`src/rtl/tedp_pkg.sv`:
```
package tedp_pkg;
  typedef enum logic {WIN_IDLE = 1'b0, WIN_OPEN = 1'b1} win_e;
endpackage

```
`src/rtl/tedp_shadow_timer.sv`:
```
module tedp_shadow_timer #(
  parameter int DW = 3
) (
  input  logic          clk,
  input  logic          rst_n,
  input  logic          arm,
  input  logic [DW-1:0] ticks,
  output logic          fire
);
  import tedp_pkg::*;

  win_e          win_q, win_d;
  logic [DW-1:0] cnt_q, cnt_d;
  logic [DW-1:0] start_val;

  assign start_val = (ticks == '0) ? '0 : ticks - 1'b1;
  assign fire      = (win_q == WIN_OPEN) && (cnt_q == '0);

  always_comb begin
    win_d = win_q;
    cnt_d = cnt_q;
    if (arm) begin
      win_d = WIN_OPEN;
      cnt_d = start_val;
    end else if (fire) begin
      win_d = WIN_IDLE;
    end else if (win_q == WIN_OPEN) begin
      cnt_d = cnt_q - 1'b1;
    end
  end

  always_ff @(posedge clk or negedge rst_n) begin
    if (!rst_n) begin
      win_q <= WIN_IDLE;
      cnt_q <= '0;
    end else begin
      win_q <= win_d;
      cnt_q <= cnt_d;
    end
  end
endmodule

```
`src/rtl/tedp_slow_ctrl.sv`:
```
module tedp_slow_ctrl #(
  parameter int SW = 4
) (
  input  logic          clk,
  input  logic          rst_n,
  input  logic          load,
  input  logic [SW-1:0] len,
  output logic          slow
);
  logic [SW-1:0] cnt_q, cnt_d;

  always_comb begin
    cnt_d = cnt_q;
    if (load)               cnt_d = len;
    else if (cnt_q != '0)   cnt_d = cnt_q - 1'b1;
  end

  always_ff @(posedge clk or negedge rst_n) begin
    if (!rst_n) cnt_q <= '0;
    else        cnt_q <= cnt_d;
  end

  assign slow = (cnt_q != '0);
endmodule

```
`src/rtl/tedp_fault_ctr.sv`:
```
module tedp_fault_ctr #(
  parameter int CW = 3
) (
  input  logic          clk,
  input  logic          rst_n,
  input  logic          inc,
  output logic [CW-1:0] count
);
  localparam logic [CW-1:0] TOP = {CW{1'b1}};
  logic [CW-1:0] cnt_q, cnt_d;
  logic          en;

  assign en    = inc && (cnt_q != TOP);
  assign cnt_d = cnt_q + 1'b1;

  always_ff @(posedge clk or negedge rst_n) begin
    if (!rst_n)  cnt_q <= '0;
    else if (en) cnt_q <= cnt_d;
  end

  assign count = cnt_q;
endmodule

```
`src/rtl/tedp_stage.sv`:
```
module tedp_stage #(
  parameter int W  = 8,
  parameter int DW = 3,
  parameter int SW = 4,
  parameter int CW = 3
) (
  input  logic          clk,
  input  logic          rst_n,
  input  logic          main_stb,
  input  logic [W-1:0]  d_in,
  input  logic [DW-1:0] shadow_ticks,
  input  logic [SW-1:0] slow_len,
  output logic [W-1:0]  q_out,
  output logic          err_out,
  output logic          flush_req,
  output logic          slow_req,
  output logic [CW-1:0] fault_cnt
);
  logic [W-1:0] main_q, main_d;
  logic [W-1:0] q_q, q_d;
  logic         err_q, flush_q;
  logic         shd_fire;
  logic         fault;
  logic         q_en;

  tedp_shadow_timer #(.DW(DW)) u_timer (
    .clk(clk), .rst_n(rst_n), .arm(main_stb), .ticks(shadow_ticks), .fire(shd_fire)
  );

  // the comparison always uses the main sample held from the earlier strobe
  assign fault = shd_fire && (d_in != main_q);

  tedp_slow_ctrl #(.SW(SW)) u_slow (
    .clk(clk), .rst_n(rst_n), .load(fault), .len(slow_len), .slow(slow_req)
  );

  tedp_fault_ctr #(.CW(CW)) u_cnt (
    .clk(clk), .rst_n(rst_n), .inc(fault), .count(fault_cnt)
  );

  // both a main strobe and a fault load the live input, so the two need no ordering
  assign q_en   = main_stb || fault;
  assign q_d    = d_in;
  assign main_d = main_stb ? d_in : main_q;

  always_ff @(posedge clk or negedge rst_n) begin
    if (!rst_n) begin
      main_q  <= '0;
      q_q     <= '0;
      err_q   <= 1'b0;
      flush_q <= 1'b0;
    end else begin
      main_q  <= main_d;
      if (q_en) q_q <= q_d;
      err_q   <= fault;
      flush_q <= fault;
    end
  end

  assign q_out     = q_q;
  assign err_out   = err_q;
  assign flush_req = flush_q;
endmodule

```
`config.mk`:
```
export PLATFORM = sky130hd
export DESIGN_NAME = tedp_stage
export DESIGN_NICKNAME = d
export VERILOG_FILES = /design/src/rtl/tedp_pkg.sv /design/src/rtl/tedp_shadow_timer.sv /design/src/rtl/tedp_slow_ctrl.sv /design/src/rtl/tedp_fault_ctr.sv /design/src/rtl/tedp_stage.sv
export SDC_FILE = /design/constraint.sdc
export NUM_CORES = 1
export LEC_CHECK = 0
export BUFFER_PORTS_ARGS = -buffer_cell sky130_fd_sc_hd__buf_2
export CAP_MARGIN = 0
export CORE_MARGIN = 4
export CORE_UTILIZATION = 51
export CTS_BUF_LIST = sky130_fd_sc_hd__clkbuf_8
export DETAILED_ROUTE_END_ITERATION = 10
export GPL_TIMING_DRIVEN = 1
export PLACE_DENSITY = 0.78
export SLEW_MARGIN = 10
export SYNTH_ARGS = -nofsm -noshare
export SYNTH_HDL_FRONTEND = slang
export SYNTH_SLANG_ARGS = --single-unit
```
`constraint.sdc`:
```
create_clock -name clk -period 1.7 [get_ports clk]
set_input_delay 0.17 -clock clk [delete_from_list [all_inputs] [get_ports clk]]
set_output_delay 0.17 -clock clk [all_outputs]
set_load 0.02 [all_outputs]
```
==> out/summary.md, run 1 <==
The flow ran to the end, and the final reports show no timing, DRC or antenna violations. At the end of routability-driven placement, the weighted congestion stood at 0.833. Of all cell types, the one taking the most synthesized area is sky130_fd_sc_hd__dfrtp_1. Input and output buffers added on the ports amount to 31. Number of global-route vias before repair: 1,230.

In this run the worst path has a maximum fanout of 5. The number of levels in the clock H-tree is 1, and the count of different cell masters after synthesis is 29. The maximum clock path buffer count was 2; the signed area change from the synthesized netlist to the final layout was 22.9%.

The number of cell instances on the worst register-to-register path is 5, and the worst-case register-to-register setup slack is 0.07 ns. Combined global-route utilization of all metal layers: 0.172. The endpoint identified for the worst register-to-register timing path is q_out[2]$_DFFE_PN0P_.

In the post-synthesis netlist, the biggest area contributors are sky130_fd_sc_hd__dfrtp_1 (45%), sky130_fd_sc_hd__o311ai_2 (8.4%), sky130_fd_sc_hd__xnor2_1 (6.8%), sky130_fd_sc_hd__ha_1 (6.4%), sky130_fd_sc_hd__inv_1 (5.8%). The classification of the worst setup path was flip-flop to output pin. The number of max-slew violations in the final report is 0, and the fraction of met3 tracks used by global routing is 0.0355.

For the DRC marker count from the first detailed-route iteration, the log shows 48. The startpoint class of the critical path is a flip-flop. The worst hold path begins at slow_len[3]. The number of antenna violations at the first check in global routing is 0, and the routing usage on met2 is 0.307.

During synthesis, Yosys emitted a total of 0 warnings. The worst hold path was traced through 2 stages. Summing internal, switching and leakage power gives 3070 µW.

Sum of overflow across all layers after global routing: 0. The share of the clock period used by the worst path after layout is 0.988, and the synthesized cell area is 1550 µm². Die boundary height: 63.2 µm. The share of cells above drive strength 1 is 0.389, and the count of antenna-violating nets left after detailed routing is 0. The met1 track demand over resource in global routing is 0.217, and the count of nets after finishing is 212. The number of hold-slack violations in the final timing report is 0, and the required time at the endpoint of the critical path is 1.53 ns.

The endpoint with the worst hold slack is u_slow.cnt_q[3]$_DFFE_PN0P_. Entering global routing, the biggest net connects 31 pins. The worst setup path is captured at an output pin. On the final layout, the worst clock skew is 0.00553 ns. Summed over all nets, the half-perimeter wirelength after detailed placement is 2.42 mm. Cell count after synthesis: 144. The tools report the reg-to-reg critical path startpoint as main_q[7]$_DFFE_PN0P_. Synthesis inferred 28 register bits. TritonCTS built the clock tree. Clock-pin slew was measured on the worst setup and hold paths at 0.09 ns. The worst slew margin relative to its limit came out at 0.589.

Detailed routing inserted a total of 1,170 vias. In this run the most used layer during global routing was met2. The slew at the pin closest to its max-slew limit came out at 0.616 ns. The share of the yosys chip area belonging to registers came out at 0.451. Final hold analysis gives a worst-case slack of 0.132 ns.

In this run the static leakage power is 0.000916 µW. Final critical delay including setup and external delays: 1.68 ns. When the netlist entered floorplanning its net count stood at 170.

0 antenna diodes ended up in the layout. The run gives 1.51 ns as the data arrival time of the critical path. The worst hold path belongs to the class primary input to flip-flop. Detailed-routing iteration count for the pre-antenna-repair pass: 4.

Measured along the x axis, the die boundary spans 63.2 µm. The effective utilization at floorplan came out at 0.549. The total CTS buffers came out at 3. The utilization after layout was 0.674; the remaining design rule violation count was 0. Setup violations remaining at the end of the flow were counted as 0. Using the TritonRoute via totals, the vias-per-cell ratio works out to 5.42. Dividing the detail-routed wire length by the instance count gives 15.0 µm. Averaged over all synthesized cells, the footprint is 10.8 µm². The tools report the max-cap check violation count as 0. Timing would allow up to 0.596 GHz. The tree is rooted in a sky130_fd_sc_hd__clkbuf_8. The portion of synthesized cell area occupied by the leading cell type works out to 0.451. The placeable core region came out at 2830 µm².

The number of sinks on the clock net came out at 28. The routed design has 3.25 mm of wire. The most common cell after layout, fill and taps aside was sky130_fd_sc_hd__buf_2. The total I/O pin count came out at 32.

The first global-routing pass estimated 5.56 mm of wire. For the die area, the log shows 3990 µm². Across the VDD grid, the largest voltage drop is 0.000767 V. The run gives 0.27 ns as the clock latency on the worst-skew pair.

The areal power density over the cells works out to 1610 nW/µm². In the layout the commonest cells are sky130_fd_sc_hd__buf_2 (31), sky130_fd_sc_hd__dfrtp_1 (28), sky130_fd_sc_hd__inv_1 (23). The initialized floorplan defines 19 standard-cell rows.
[Yosys cell counts, drive strengths merged]
library cell / count
buf: 3
and2: 1
nand2: 12
nor2: 3
nor2b: 1
nor3: 2
nor3b: 1
nand2b: 1
a21o: 1
or3: 1
ha: 8
mux2i: 1
nand4: 2
a21oi: 2
mux2: 7
inv: 24
xnor2: 12
dfrtp: 28
clkbuf: 3
o311ai: 8
o21a: 1
and3b: 1
o21ai: 13
o211ai: 8
[where the power goes]
group	internal [µW]	switching [µW]
clock	207	200
combinational	782	831
sequential	903	152
total	1890	1180
[final cells by class]
| cell class | count | area, µm² |
|---|---|---|
| fillers | 235 | 921 |
| multi-input cells | 87 | 771 |
| flip-flops and latches | 28 | 701 |
| repair buffers | 42 | 253 |
| inverters | 24 | 90.1 |
| clock buffers | 4 | 55.1 |
| well taps | 31 | 38.8 |
[stage by stage]
stage	area, µm²	setup WS (ns)	instances	setup TNS, ns
detailed placement	1780	0.0123	207	0
global route	1910	-0.0353	216	-0.100
global placement	1780	0.104	207	0
finish	1910	0.0211	216	0
floorplan	1550	0.0480	144	0
CTS	1850	0.00961	212	0
[worst max-delay path, stage by stage (launching register included)]
cell and delay, ns:
sky130_fd_sc_hd__dfrtp_1 0.42, sky130_fd_sc_hd__inv_1 0.10, sky130_fd_sc_hd__ha_1 0.17, sky130_fd_sc_hd__nor3b_2 0.20, sky130_fd_sc_hd__buf_4 0.17, sky130_fd_sc_hd__inv_1 0.04
sky130_fd_sc_hd__buf_2 0.15
[sequential cells by signal, summed over array words and instances (netlist names)]
| name | cells |
|---|---|
| u_timer.cnt_q | 3 |
| main_q | 8 |
| u_slow.cnt_q | 4 |
| err_out | 1 |
| u_timer.win_q | 1 |
| q_out | 8 |
| u_cnt.count | 3 |
[routing by layer]
layer,part of all wire,wire length (µm)
met1,0.44,1440
met3,0.052,170
met5,0,0
met2,0.50,1620
met4,0.0052,17
[cell families after synthesis]
kind of cell               after synthesis  synth area share
AOI/OAI and AO/OA                       33             0.185
buffers and inverters                   30            0.0806
DFF                                     28             0.451
and+or+nand+nor                         25            0.0911
xor gates and xnor gates                12            0.0677
muxes                                    8            0.0596
adders and majority gates                8            0.0645
[how the worst max path moves through the flow]
stage | startpoint | endpoint | cells after the start
after global placement | u_timer.cnt_q[0]$_DFFE_PN0P_ | u_cnt.count[1]$_DFFE_PN0P_ | 6
after CTS | main_q[7]$_DFFE_PN0P_ | q_out[2]$_DFFE_PN0P_ | 5
final | u_slow.cnt_q[0]$_DFFE_PN0P_ | slow_req | 6
after floorplan | u_timer.cnt_q[0]$_DFFE_PN0P_ | u_slow.cnt_q[3]$_DFFE_PN0P_ | 7
after detailed placement | u_timer.cnt_q[0]$_DFFE_PN0P_ | u_cnt.count[2]$_DFFE_PN0P_ | 6
after global routing | u_slow.cnt_q[0]$_DFFE_PN0P_ | slow_req | 6
[repair_timing]
action | CTS | global route
cloned | 0 | 1
endpoints found under the hold margin | 28 | 0
pin swaps | 0 | 1
hold buffers | 1 | 0
gates resized for setup | 1 | 7
setup buffers | 0 | 3
endpoints found under the setup margin | 1 | 14
(Power assumes the default switching activity.)
==> inputs of run 2 (changes only) <==
MAX_ROUTING_LAYER = met4   (was not set)
SLEW_MARGIN = 20   (was 10)
clock period = 1.4 ns   (was 1.7 ns; I/O delays follow)
==> run 2 against run 1 <==
  * The run now ends with setup timing left
  * Sequential share of layout area decreased by 4.1 points
  * Critical path depth down 1
  * Via count increased by 8.6%
  * Cell area rose by 13%
  * Sequential power grew 22%
  * Largest cell class unchanged
  * Highest routed layer unchanged
==> out/summary.md, run 2 (same netlist as run 1, synthesis figures left out) <==
The path class of the tightest hold or removal check is primary input to flip-flop. The total setup violations reported at the end of the flow was 16 (+16). Reg-to-reg critical path startpoint: main_q[5]$_DFFE_PN0P_.

Most common cell after layout, fill and taps aside: sky130_fd_sc_hd__buf_2. From synthesis to final layout, the design area changed by 38.4%. The static power due to leakage was 0.00103 µW (+13%).

The tools report the post-detailed-placement half-perimeter wirelength as 2.39 mm (-1.4%). Endpoint of the lowest-slack register-to-register path: q_out[2]$_DFFE_PN0P_. The required time at the endpoint of the critical path was 1.58 ns (+0.05 ns); the die area was 3990 µm² (unchanged). For the placeable core region, the log shows 2830 µm² (unchanged).

The peak supply drop came out at 0.00133 V (+73%). Setup repair after global routing could not meet its margin everywhere. The slew at the pin closest to its max-slew limit is 0.626 ns (+0.00987 ns).

For the number of max-slew violations in the final report, the log shows 0 (unchanged). The tools report the share of power burned in registers as 0.292 (-0.051). The areal power density over the cells is 2050 nW/µm² (+27%), and the number of antenna violations at the first check in global routing is 0 (unchanged). Worst slew margin relative to its limit: 0.583 (-0.00658).

The logs give 0.805 (-3.4%) for the final weighted congestion of routability-driven global placement and 4400 µW (+43%) for the total power consumption of the routed design. The max-cap check violation count is 0 (unchanged). TritonCTS built the clock tree. Root buffer cell: sky130_fd_sc_hd__clkbuf_8.

The average wire per standard cell works out to 15.5 µm (+3.3%). The number of levels in the clock H-tree was 1 (unchanged); the worst hold slack was 0.0881 ns (-0.0436 ns). The worst setup path is of the flip-flop to flip-flop kind. The per-cell via count in the routed design works out to 5.57 (+2.9%). The count of antenna-violating nets left after detailed routing came out at 0 (unchanged).

The tools report the total I/O pin count as 32 (unchanged). The worst-case register-to-register setup slack is -0.13 ns (-0.20 ns), and the global-route wire length before repair is 5.65 mm (+1.6%). The number of global-route vias before repair is 1,265 (+2.8%), and the share of the clock period used by the worst path after layout is 1.10. Number of cell instances on the worst register-to-register path: 5 (unchanged). The port buffer count was 31 (unchanged); the switching share of power was 0.383 (-0.00166).

Total CTS buffers: 3 (unchanged). The clock skew after layout was 0.00312 ns (-0.00241 ns). Worst-case setup slack after placement: -0.177 ns (-0.189 ns). The proportion of power drawn by combinational gates was 0.594 (+0.069); the clock latency on the worst-skew pair was 0.27 ns (about the same). Final critical delay including setup and external delays: 1.53 ns. The tools report the remaining design rule violation count as 0 (unchanged).

Total wire length after detailed routing: 3.54 mm (+9.0%). The tools report the clock power share as 0.114 (-0.018). The maximum number of pins on one net before global-route repair was 31 (unchanged); the count of nets after finishing was 224 (+5.7%).

The largest fanout on the critical path is 7 (+2), and the sum of overflow across all layers after global routing is 0 (unchanged). STA classifies the critical path endpoint as a flip-flop. The final reports fail on setup timing. The detailed-routing iteration count for the pre-antenna-repair pass was 4 (unchanged); the slack of the critical path was -0.134 ns (-0.155 ns).

The die boundary height is 63.2 µm (unchanged), and the total vias in the final route is 1,271 (+8.6%). The maximum clock path buffer count came out at 2 (unchanged). Width of the die: 63.2 µm (unchanged).

The flow ran to the end, but the final reports show violations. The number of sinks on the clock net is 28 (unchanged). The number of filler cells placed in the layout is 179 (-24%). The combined global-route utilization of all metal layers was 0.181 (+0.00826). The last element of the critical path is q_out[2]$_DFFE_PN0P_. The share of cells above drive strength 1 came out at 0.503 (+0.113). The worst setup path is launched from a flip-flop. In the layout the commonest cells are sky130_fd_sc_hd__buf_2 (30), sky130_fd_sc_hd__dfrtp_1 (27), sky130_fd_sc_hd__inv_1 (19), sky130_fd_sc_hd__buf_4 (19), sky130_fd_sc_hd__nand2_1 (12).

For the internal portion of total power, the log shows 2710 µW (+43%). Reported net switching power: 1680 µW (+42%). Worst setup path startpoint: main_q[5]$_DFFE_PN0P_.

The run gives 71 (+48%) as the DRC marker count from the first detailed-route iteration. The utilization after layout was 0.760 (+0.0854); the total inserted antenna cells was 0 (unchanged). The clock transition time at the flip-flop clock pins of the worst setup and hold paths was 0.09 ns (about the same); the number of rows created at floorplan was 19 (unchanged). For this run, the top clock speed supported by timing is 0.652 GHz. Effective utilization at floorplan: 0.549 (unchanged).

The run gives 0 (unchanged) as the number of hold-slack violations in the final timing report. The data arrival time of the critical path was 1.71 ns (+0.20 ns). The tools report the total negative setup slack as -1.56 ns (-1.56 ns).
run 2: timing repair:
| item | CTS | global route |
|---|---|---|
| pin swaps | 9 | 2 |
| hold endpoints to repair | 28 | 0 |
| hold buffers | 1 | 0 |
| resized for setup | 13 | 13 |
| setup endpoints to repair | 16 | 18 |
| buffers inserted | 5 | 2 |
run 2: worst min-delay path by stage:
stage	startpoint	endpoint	slack [ns]	cells after the start
finish	slow_len[1]	u_slow.cnt_q[1]$_DFFE_PN0P_	0.09	2
global route	slow_len[3]	u_slow.cnt_q[3]$_DFFE_PN0P_	0.09	2
CTS	slow_len[1]	u_slow.cnt_q[1]$_DFFE_PN0P_	0.09	2
detailed placement	rst_n	q_out[0]$_DFFE_PN0P_	0.20	1
global placement	rst_n	main_q[2]$_DFFE_PN0P_	0.19	1
floorplan	rst_n	err_out$_DFF_PN0_	-0.16	0
run 2: power by group through the flow:
stage	Clock [µW]	Combinational (µW)	Sequential [µW]
after floorplan	0	1250	1470
after global placement	0	2030	1260
after detailed placement	0	2130	1290
after CTS	509	2370	1270
after global routing	547	2800	1320
final	502	2610	1280
run 2: layer usage:
| metal | global-route usage | up-vias | share of wire |
|---|---|---|---|
| met5 | - | - | 0 |
| met4 | 0.0350 | 0 | 0.019 |
| met3 | 0.0355 | 8 | 0.060 |
| met2 | 0.337 | 47 | 0.54 |
| met1 | 0.200 | 618 | 0.38 |
| li1 | - | 598 | - |
run 2: worst max-delay path, cell delays in order, from the launching register on:
cell,delay [ns]
sky130_fd_sc_hd__dfrtp_1,0.42
sky130_fd_sc_hd__xnor2_2,0.21
sky130_fd_sc_hd__nand4_4,0.17
sky130_fd_sc_hd__o21a_4,0.28
sky130_fd_sc_hd__buf_12,0.15
sky130_fd_sc_hd__o311ai_2,0.21
run 2: cell type report:
cell class                      instances  area (µm²)  share of cell area
Inverter                               24        90.1              0.0419
Sequential cell                        28         702               0.327
Clock buffer                            4        55.1              0.0256
Multi-Input combinational cell         86         896               0.417
Timing Repair Buffer                   55         368               0.171
Tap cell                               31        38.8              0.0180
run 2: through the flow:
step | cells | instance area, µm²
after floorplan | 144 | 1620
after global routing | 228 | 2150
final | 228 | 2150
after global placement | 216 | 1900
after detailed placement | 216 | 1900
after CTS | 226 | 2090
==> inputs of run 3 (changes only) <==
CORE_UTILIZATION = 55   (was 51)
PLACE_DENSITY = 0.8   (was 0.78)
SYNTH_HIERARCHICAL = 1   (was not set)
clock period = 1.5 ns   (was 1.4 ns; I/O delays follow)
==> run 3 against run 2 <==
  * The run still ends with setup timing left
  * Sequential power is 15% lower
  * Combinational power is 40% lower
  * Die area is 8.4% lower
  * Largest cell class unchanged
==> out/summary.md, run 3 <==
Share of the yosys chip area belonging to registers: 0.463 (+0.0116). STA classifies the critical path startpoint as a flip-flop. The last element of the critical path was slow_req.

The tools report the count of nets after finishing as 230 (+2.7%). The checks that failed: setup timing. The maximum number of pins on one net before global-route repair was 32 (+3.2%); the signed area change from the synthesized netlist to the final layout was 39.5%.

The tools report the sum of overflow across all layers after global routing as 0 (unchanged). The non-filler instance count after layout is 233 (+2.2%). Portion of synthesized cell area occupied by the leading cell type: 0.463 (+0.0116). The startpoint identified for the worst hold timing path is slow_len[2]. The areal power density over the cells works out to 1480 nW/µm² (-28%). The tools report the cell count after synthesis as 148 (+2.8%). On the critical path, the stage with the largest delay is an instance of sky130_fd_sc_hd__dfrtp_1.

The worst-case setup slack after placement came out at -0.114 ns (+0.0632 ns). The detailed-routing iteration count for the pre-antenna-repair pass was 4 (unchanged); the global-route wire length before repair was 5.82 mm (+2.9%). In this run the critical register-to-register path is captured at u_slow/cnt_q[3]$_DFFE_PN0P_.

The total I/O pin count is 32 (unchanged). The slack of the critical path is -0.100 ns (+0.0340 ns). Leaving out fill and tap cells, the most frequent cell in the layout is sky130_fd_sc_hd__buf_2.

The slew at the pin closest to its max-slew limit was 0.625 ns (-0.000613 ns). The tools report the root buffer cell as sky130_fd_sc_hd__clkbuf_8. By area, the combinational part of the netlist is dominated by compound AO/OA/AOI/OAI gates.

By area the synthesized netlist is led by sky130_fd_sc_hd__dfrtp_1 (46%), sky130_fd_sc_hd__ha_1 (6.6%), sky130_fd_sc_hd__inv_1 (6.0%), sky130_fd_sc_hd__xnor2_1 (5.2%), sky130_fd_sc_hd__o311ai_1 (4.6%). The run gives 18 (-1) as the number of rows created at floorplan. The largest fanout on the critical path was 3 (-4); the number of cells after detailed placement was 218 (+0.93%).

Count of different cell masters after synthesis: 36 (+24%). The run gives 2 (unchanged) as the maximum clock path buffer count. The post-synthesis simple-gate area fraction is 0.120 (+0.0288). The number of sinks on the clock net was 28 (unchanged); the timing-limited maximum frequency was 0.625 GHz.

The effective utilization at floorplan came out at 0.595 (+0.0460). Cell count along the critical path: 4 (-1). The run gives 0 (unchanged) as the total inserted antenna cells. Setup repair after global routing could not meet its margin everywhere. The post-synthesis net count was 174 (+2.4%); the static power due to leakage was 0.00105 µW (+1.3%).

The clock transition time at the flip-flop clock pins of the worst setup and hold paths came out at 0.10 ns (about the same). The multiplexer share of the synthesized area is 0.0405 (-0.0191), and the count of antenna-violating nets left after detailed routing is 0 (unchanged). The number of hold-slack violations in the final timing report was 0 (unchanged); the max-cap check violation count was 0 (unchanged). The peak supply drop is 0.00136 V (+2.1%), and the number of cell instances on the worst register-to-register path is 6 (+1). The tools report the die area as 3660 µm² (-8.4%). The dominant synthesized flop cell was sky130_fd_sc_hd__dfrtp_1.

The tools report the number of global-route vias before repair as 1,279 (+1.1%). The worst setup path is captured at an output pin. The worst slew margin relative to its limit was 0.583 (about the same). The total negative setup slack is -0.330 ns (+1.23 ns). The classification of the worst setup path is flip-flop to output pin. The tightest min-delay check is of the primary input to flip-flop type. The run gives 1.45 ns (-0.26 ns) as the data arrival time of the critical path.

In this run the worst setup path begins at u_slow/cnt_q[1]$_DFFE_PN0P_. The total setup violations reported at the end of the flow is 9 (-7). The cell type with the largest total area after synthesis is sky130_fd_sc_hd__dfrtp_1.

The width of the die is 60.5 µm (-4.3%). The clock latency on the worst-skew pair came out at 0.29 ns (+0.02 ns). The number of antenna violations at the first check in global routing is 0 (unchanged), and the async set-or-reset flop fraction in the synthesized netlist is 1.00 (unchanged). Reg-to-reg critical path startpoint: main_q[6]$_DFFE_PN0P_.

Final weighted congestion of routability-driven global placement: 0.812 (+0.86%). The library cells used most frequently in the layout, excluding fill and tap cells, are sky130_fd_sc_hd__buf_2 (30), sky130_fd_sc_hd__dfrtp_1 (28), sky130_fd_sc_hd__buf_4 (23). The commonest cells after synthesis are sky130_fd_sc_hd__dfrtp_1 (28), sky130_fd_sc_hd__inv_1 (24), sky130_fd_sc_hd__nand2_1 (14). The remaining design rule violation count came out at 0 (unchanged).

Area of the multi-input gates: 853 µm² (-4.7%). The worst-case register-to-register setup slack came out at -0.08 ns (+0.05 ns). Among all cell types in the netlist, the one instantiated most often is sky130_fd_sc_hd__dfrtp_1. The port buffer count works out to 31 (unchanged). Largest delay contributor family on the critical path: flip-flops. The run finished, with violations left.

The number of max-slew violations in the final report was 0 (unchanged); the mean post-synth cell area was 10.2 µm² (-5.1%). The run gives 0.225 (+0.0444) as the combined global-route utilization of all metal layers. The largest stage delay on the critical path came out at 0.41 ns (about the same).

The total CTS buffers is 3 (unchanged). The final critical delay including setup and external delays came out at 1.60 ns. The die boundary height came out at 60.5 µm (-4.3%). The share of cells above drive strength 1 is 0.458 (-0.0444), and the required time at the endpoint of the critical path is 1.35 ns (-0.23 ns). The synthesized-area fraction occupied by adder cells is 0.0661 (+0.00165), and the share of the clock period used by the worst path after layout is 1.07. The clock skew after layout came out at 0.0114 ns (+0.00832 ns). The critical path goes through inv_2 -> ha_4 -> or3b_4 -> buf_6.

The average wire per standard cell was 15.6 µm (+0.23%). The per-cell via count in the routed design is 5.43 (-2.5%). The number of filler cells placed in the layout came out at 154 (-14%).

TritonCTS built the clock tree. The parity-gate share of the synthesized area counting xor and xnor cells works out to 0.0579 (-0.00984). The number of levels in the clock H-tree was 1 (unchanged); the placeable core region was 2540 µm² (-10%). The run gives 701 µm² (-0.18%) as the sequential cell area.

For the count of synthesis-stage warnings from yosys, the log shows 6 (+6). The buffers plus inverters on the worst setup path was 2 (+1); the post-detailed-placement half-perimeter wirelength was 2.39 mm (+0.10%). The total power consumption of the routed design came out at 3130 µW (-29%). The synthesized cell area is 1510 µm² (-2.5%), and the post-synthesis compound-gate area fraction is 0.175 (-0.0101). The total wire length after detailed routing is 3.62 mm (+2.4%), and the count of flip-flops with a built-in enable after synthesis is 0 (unchanged). The number of synthesized register bits is 28 (unchanged), and the total vias in the final route is 1,266 (-0.39%). The DRC marker count from the first detailed-route iteration came out at 59 (-17%).
-- run 3: cell types whose count changed in the layout (fill, tap and decap cells not counted), moves of 2 or more --
| cell | before | now |
|---|---|---|
| sky130_fd_sc_hd__o311ai_1 | 0 | 2 |
| sky130_fd_sc_hd__o21ai_1 | 1 | 10 |
| sky130_fd_sc_hd__nand2_1 | 12 | 14 |
| sky130_fd_sc_hd__buf_6 | 4 | 2 |
| sky130_fd_sc_hd__nand4_4 | 2 | 0 |
| sky130_fd_sc_hd__xnor2_2 | 9 | 7 |
| sky130_fd_sc_hd__nor2b_1 | 0 | 2 |
| sky130_fd_sc_hd__o311ai_2 | 6 | 4 |
| sky130_fd_sc_hd__o21ai_0 | 10 | 3 |
| sky130_fd_sc_hd__nand4_2 | 0 | 2 |
| sky130_fd_sc_hd__buf_4 | 19 | 23 |
| sky130_fd_sc_hd__mux2_2 | 4 | 1 |
-- run 3: cell families after synthesis --
group / Yosys count
buffers and inverters: 30
muxes: 5
AOI/OAI and AO/OA: 37
xor gates and xnor gates: 10
DFF: 28
and+or+nand+nor: 30
adders and majority gates: 8
-- run 3: layer usage --
layer  track usage  up-vias  part of all wire  wire length (µm)
met1         0.270      613              0.43              1560
met2         0.378       31              0.51              1850
met3        0.0383        5             0.044               160
met4        0.0867        0             0.013                47
li1              -      617                 -                 -
met5             -        -                 0                 0
-- run 3: tightest hold or removal path, delay by kind of cell --
family | cells | cell delay, ns
buffers and inverters | 1 | 0.08
and+or+nand+nor | 1 | 0.03
AOI/OAI and AO/OA | 1 | 0.06
-- run 3: area by class of cell --
class	count	area share
multi-input cells	90	0.404
flip-flops and latches	28	0.332
repair buffers	57	0.178
inverters	24	0.0427
clock buffers	4	0.0261
well taps	30	0.0178
-- run 3: worst min path at each step --
| stage | end | slack (ns) | depth (start not counted) |
|---|---|---|---|
| 6_report | u_slow/cnt_q[2]$_DFFE_PN0P_ | 0.06 | 3 |
| 5_1_grt | u_slow/cnt_q[2]$_DFFE_PN0P_ | 0.1 | 3 |
| 4_1_cts | u_slow/cnt_q[2]$_DFFE_PN0P_ | 0.07 | 3 |
| 3_5_place_dp | q_out[6]$_DFFE_PN0P_ | 0.20 | 1 |
| 3_3_place_gp | q_out[6]$_DFFE_PN0P_ | 0.19 | 1 |
| 2_1_floorplan | err_out$_DFF_PN0_ | -0.15 | 0 |
-- run 3: repair_timing --
item	CTS	global route
pin swaps	10	9
setup endpoints to repair	13	14
hold buffers	1	0
hold endpoints to repair	28	0
buffers inserted	5	5
gates resized for setup	17	10
-- run 3: metrics by stage --
step | hold slack (ns) | util | cell area (µm²)
after floorplan | -0.146 | - | 1540
after global placement | 0.194 | 0.714 | 1820
after detailed placement | 0.205 | 0.714 | 1820
after CTS | 0.0654 | 0.790 | 2010
after global routing | 0.0977 | 0.830 | 2110
final | 0.0631 | 0.830 | 2110
-- run 3: where the power goes --
group / total (µW) / internal, µW / switching, µW
logic: 1560 / 814 / 742
registers: 1090 / 946 / 149
clock network: 479 / 236 / 243
total: 3130 / 2000 / 1130
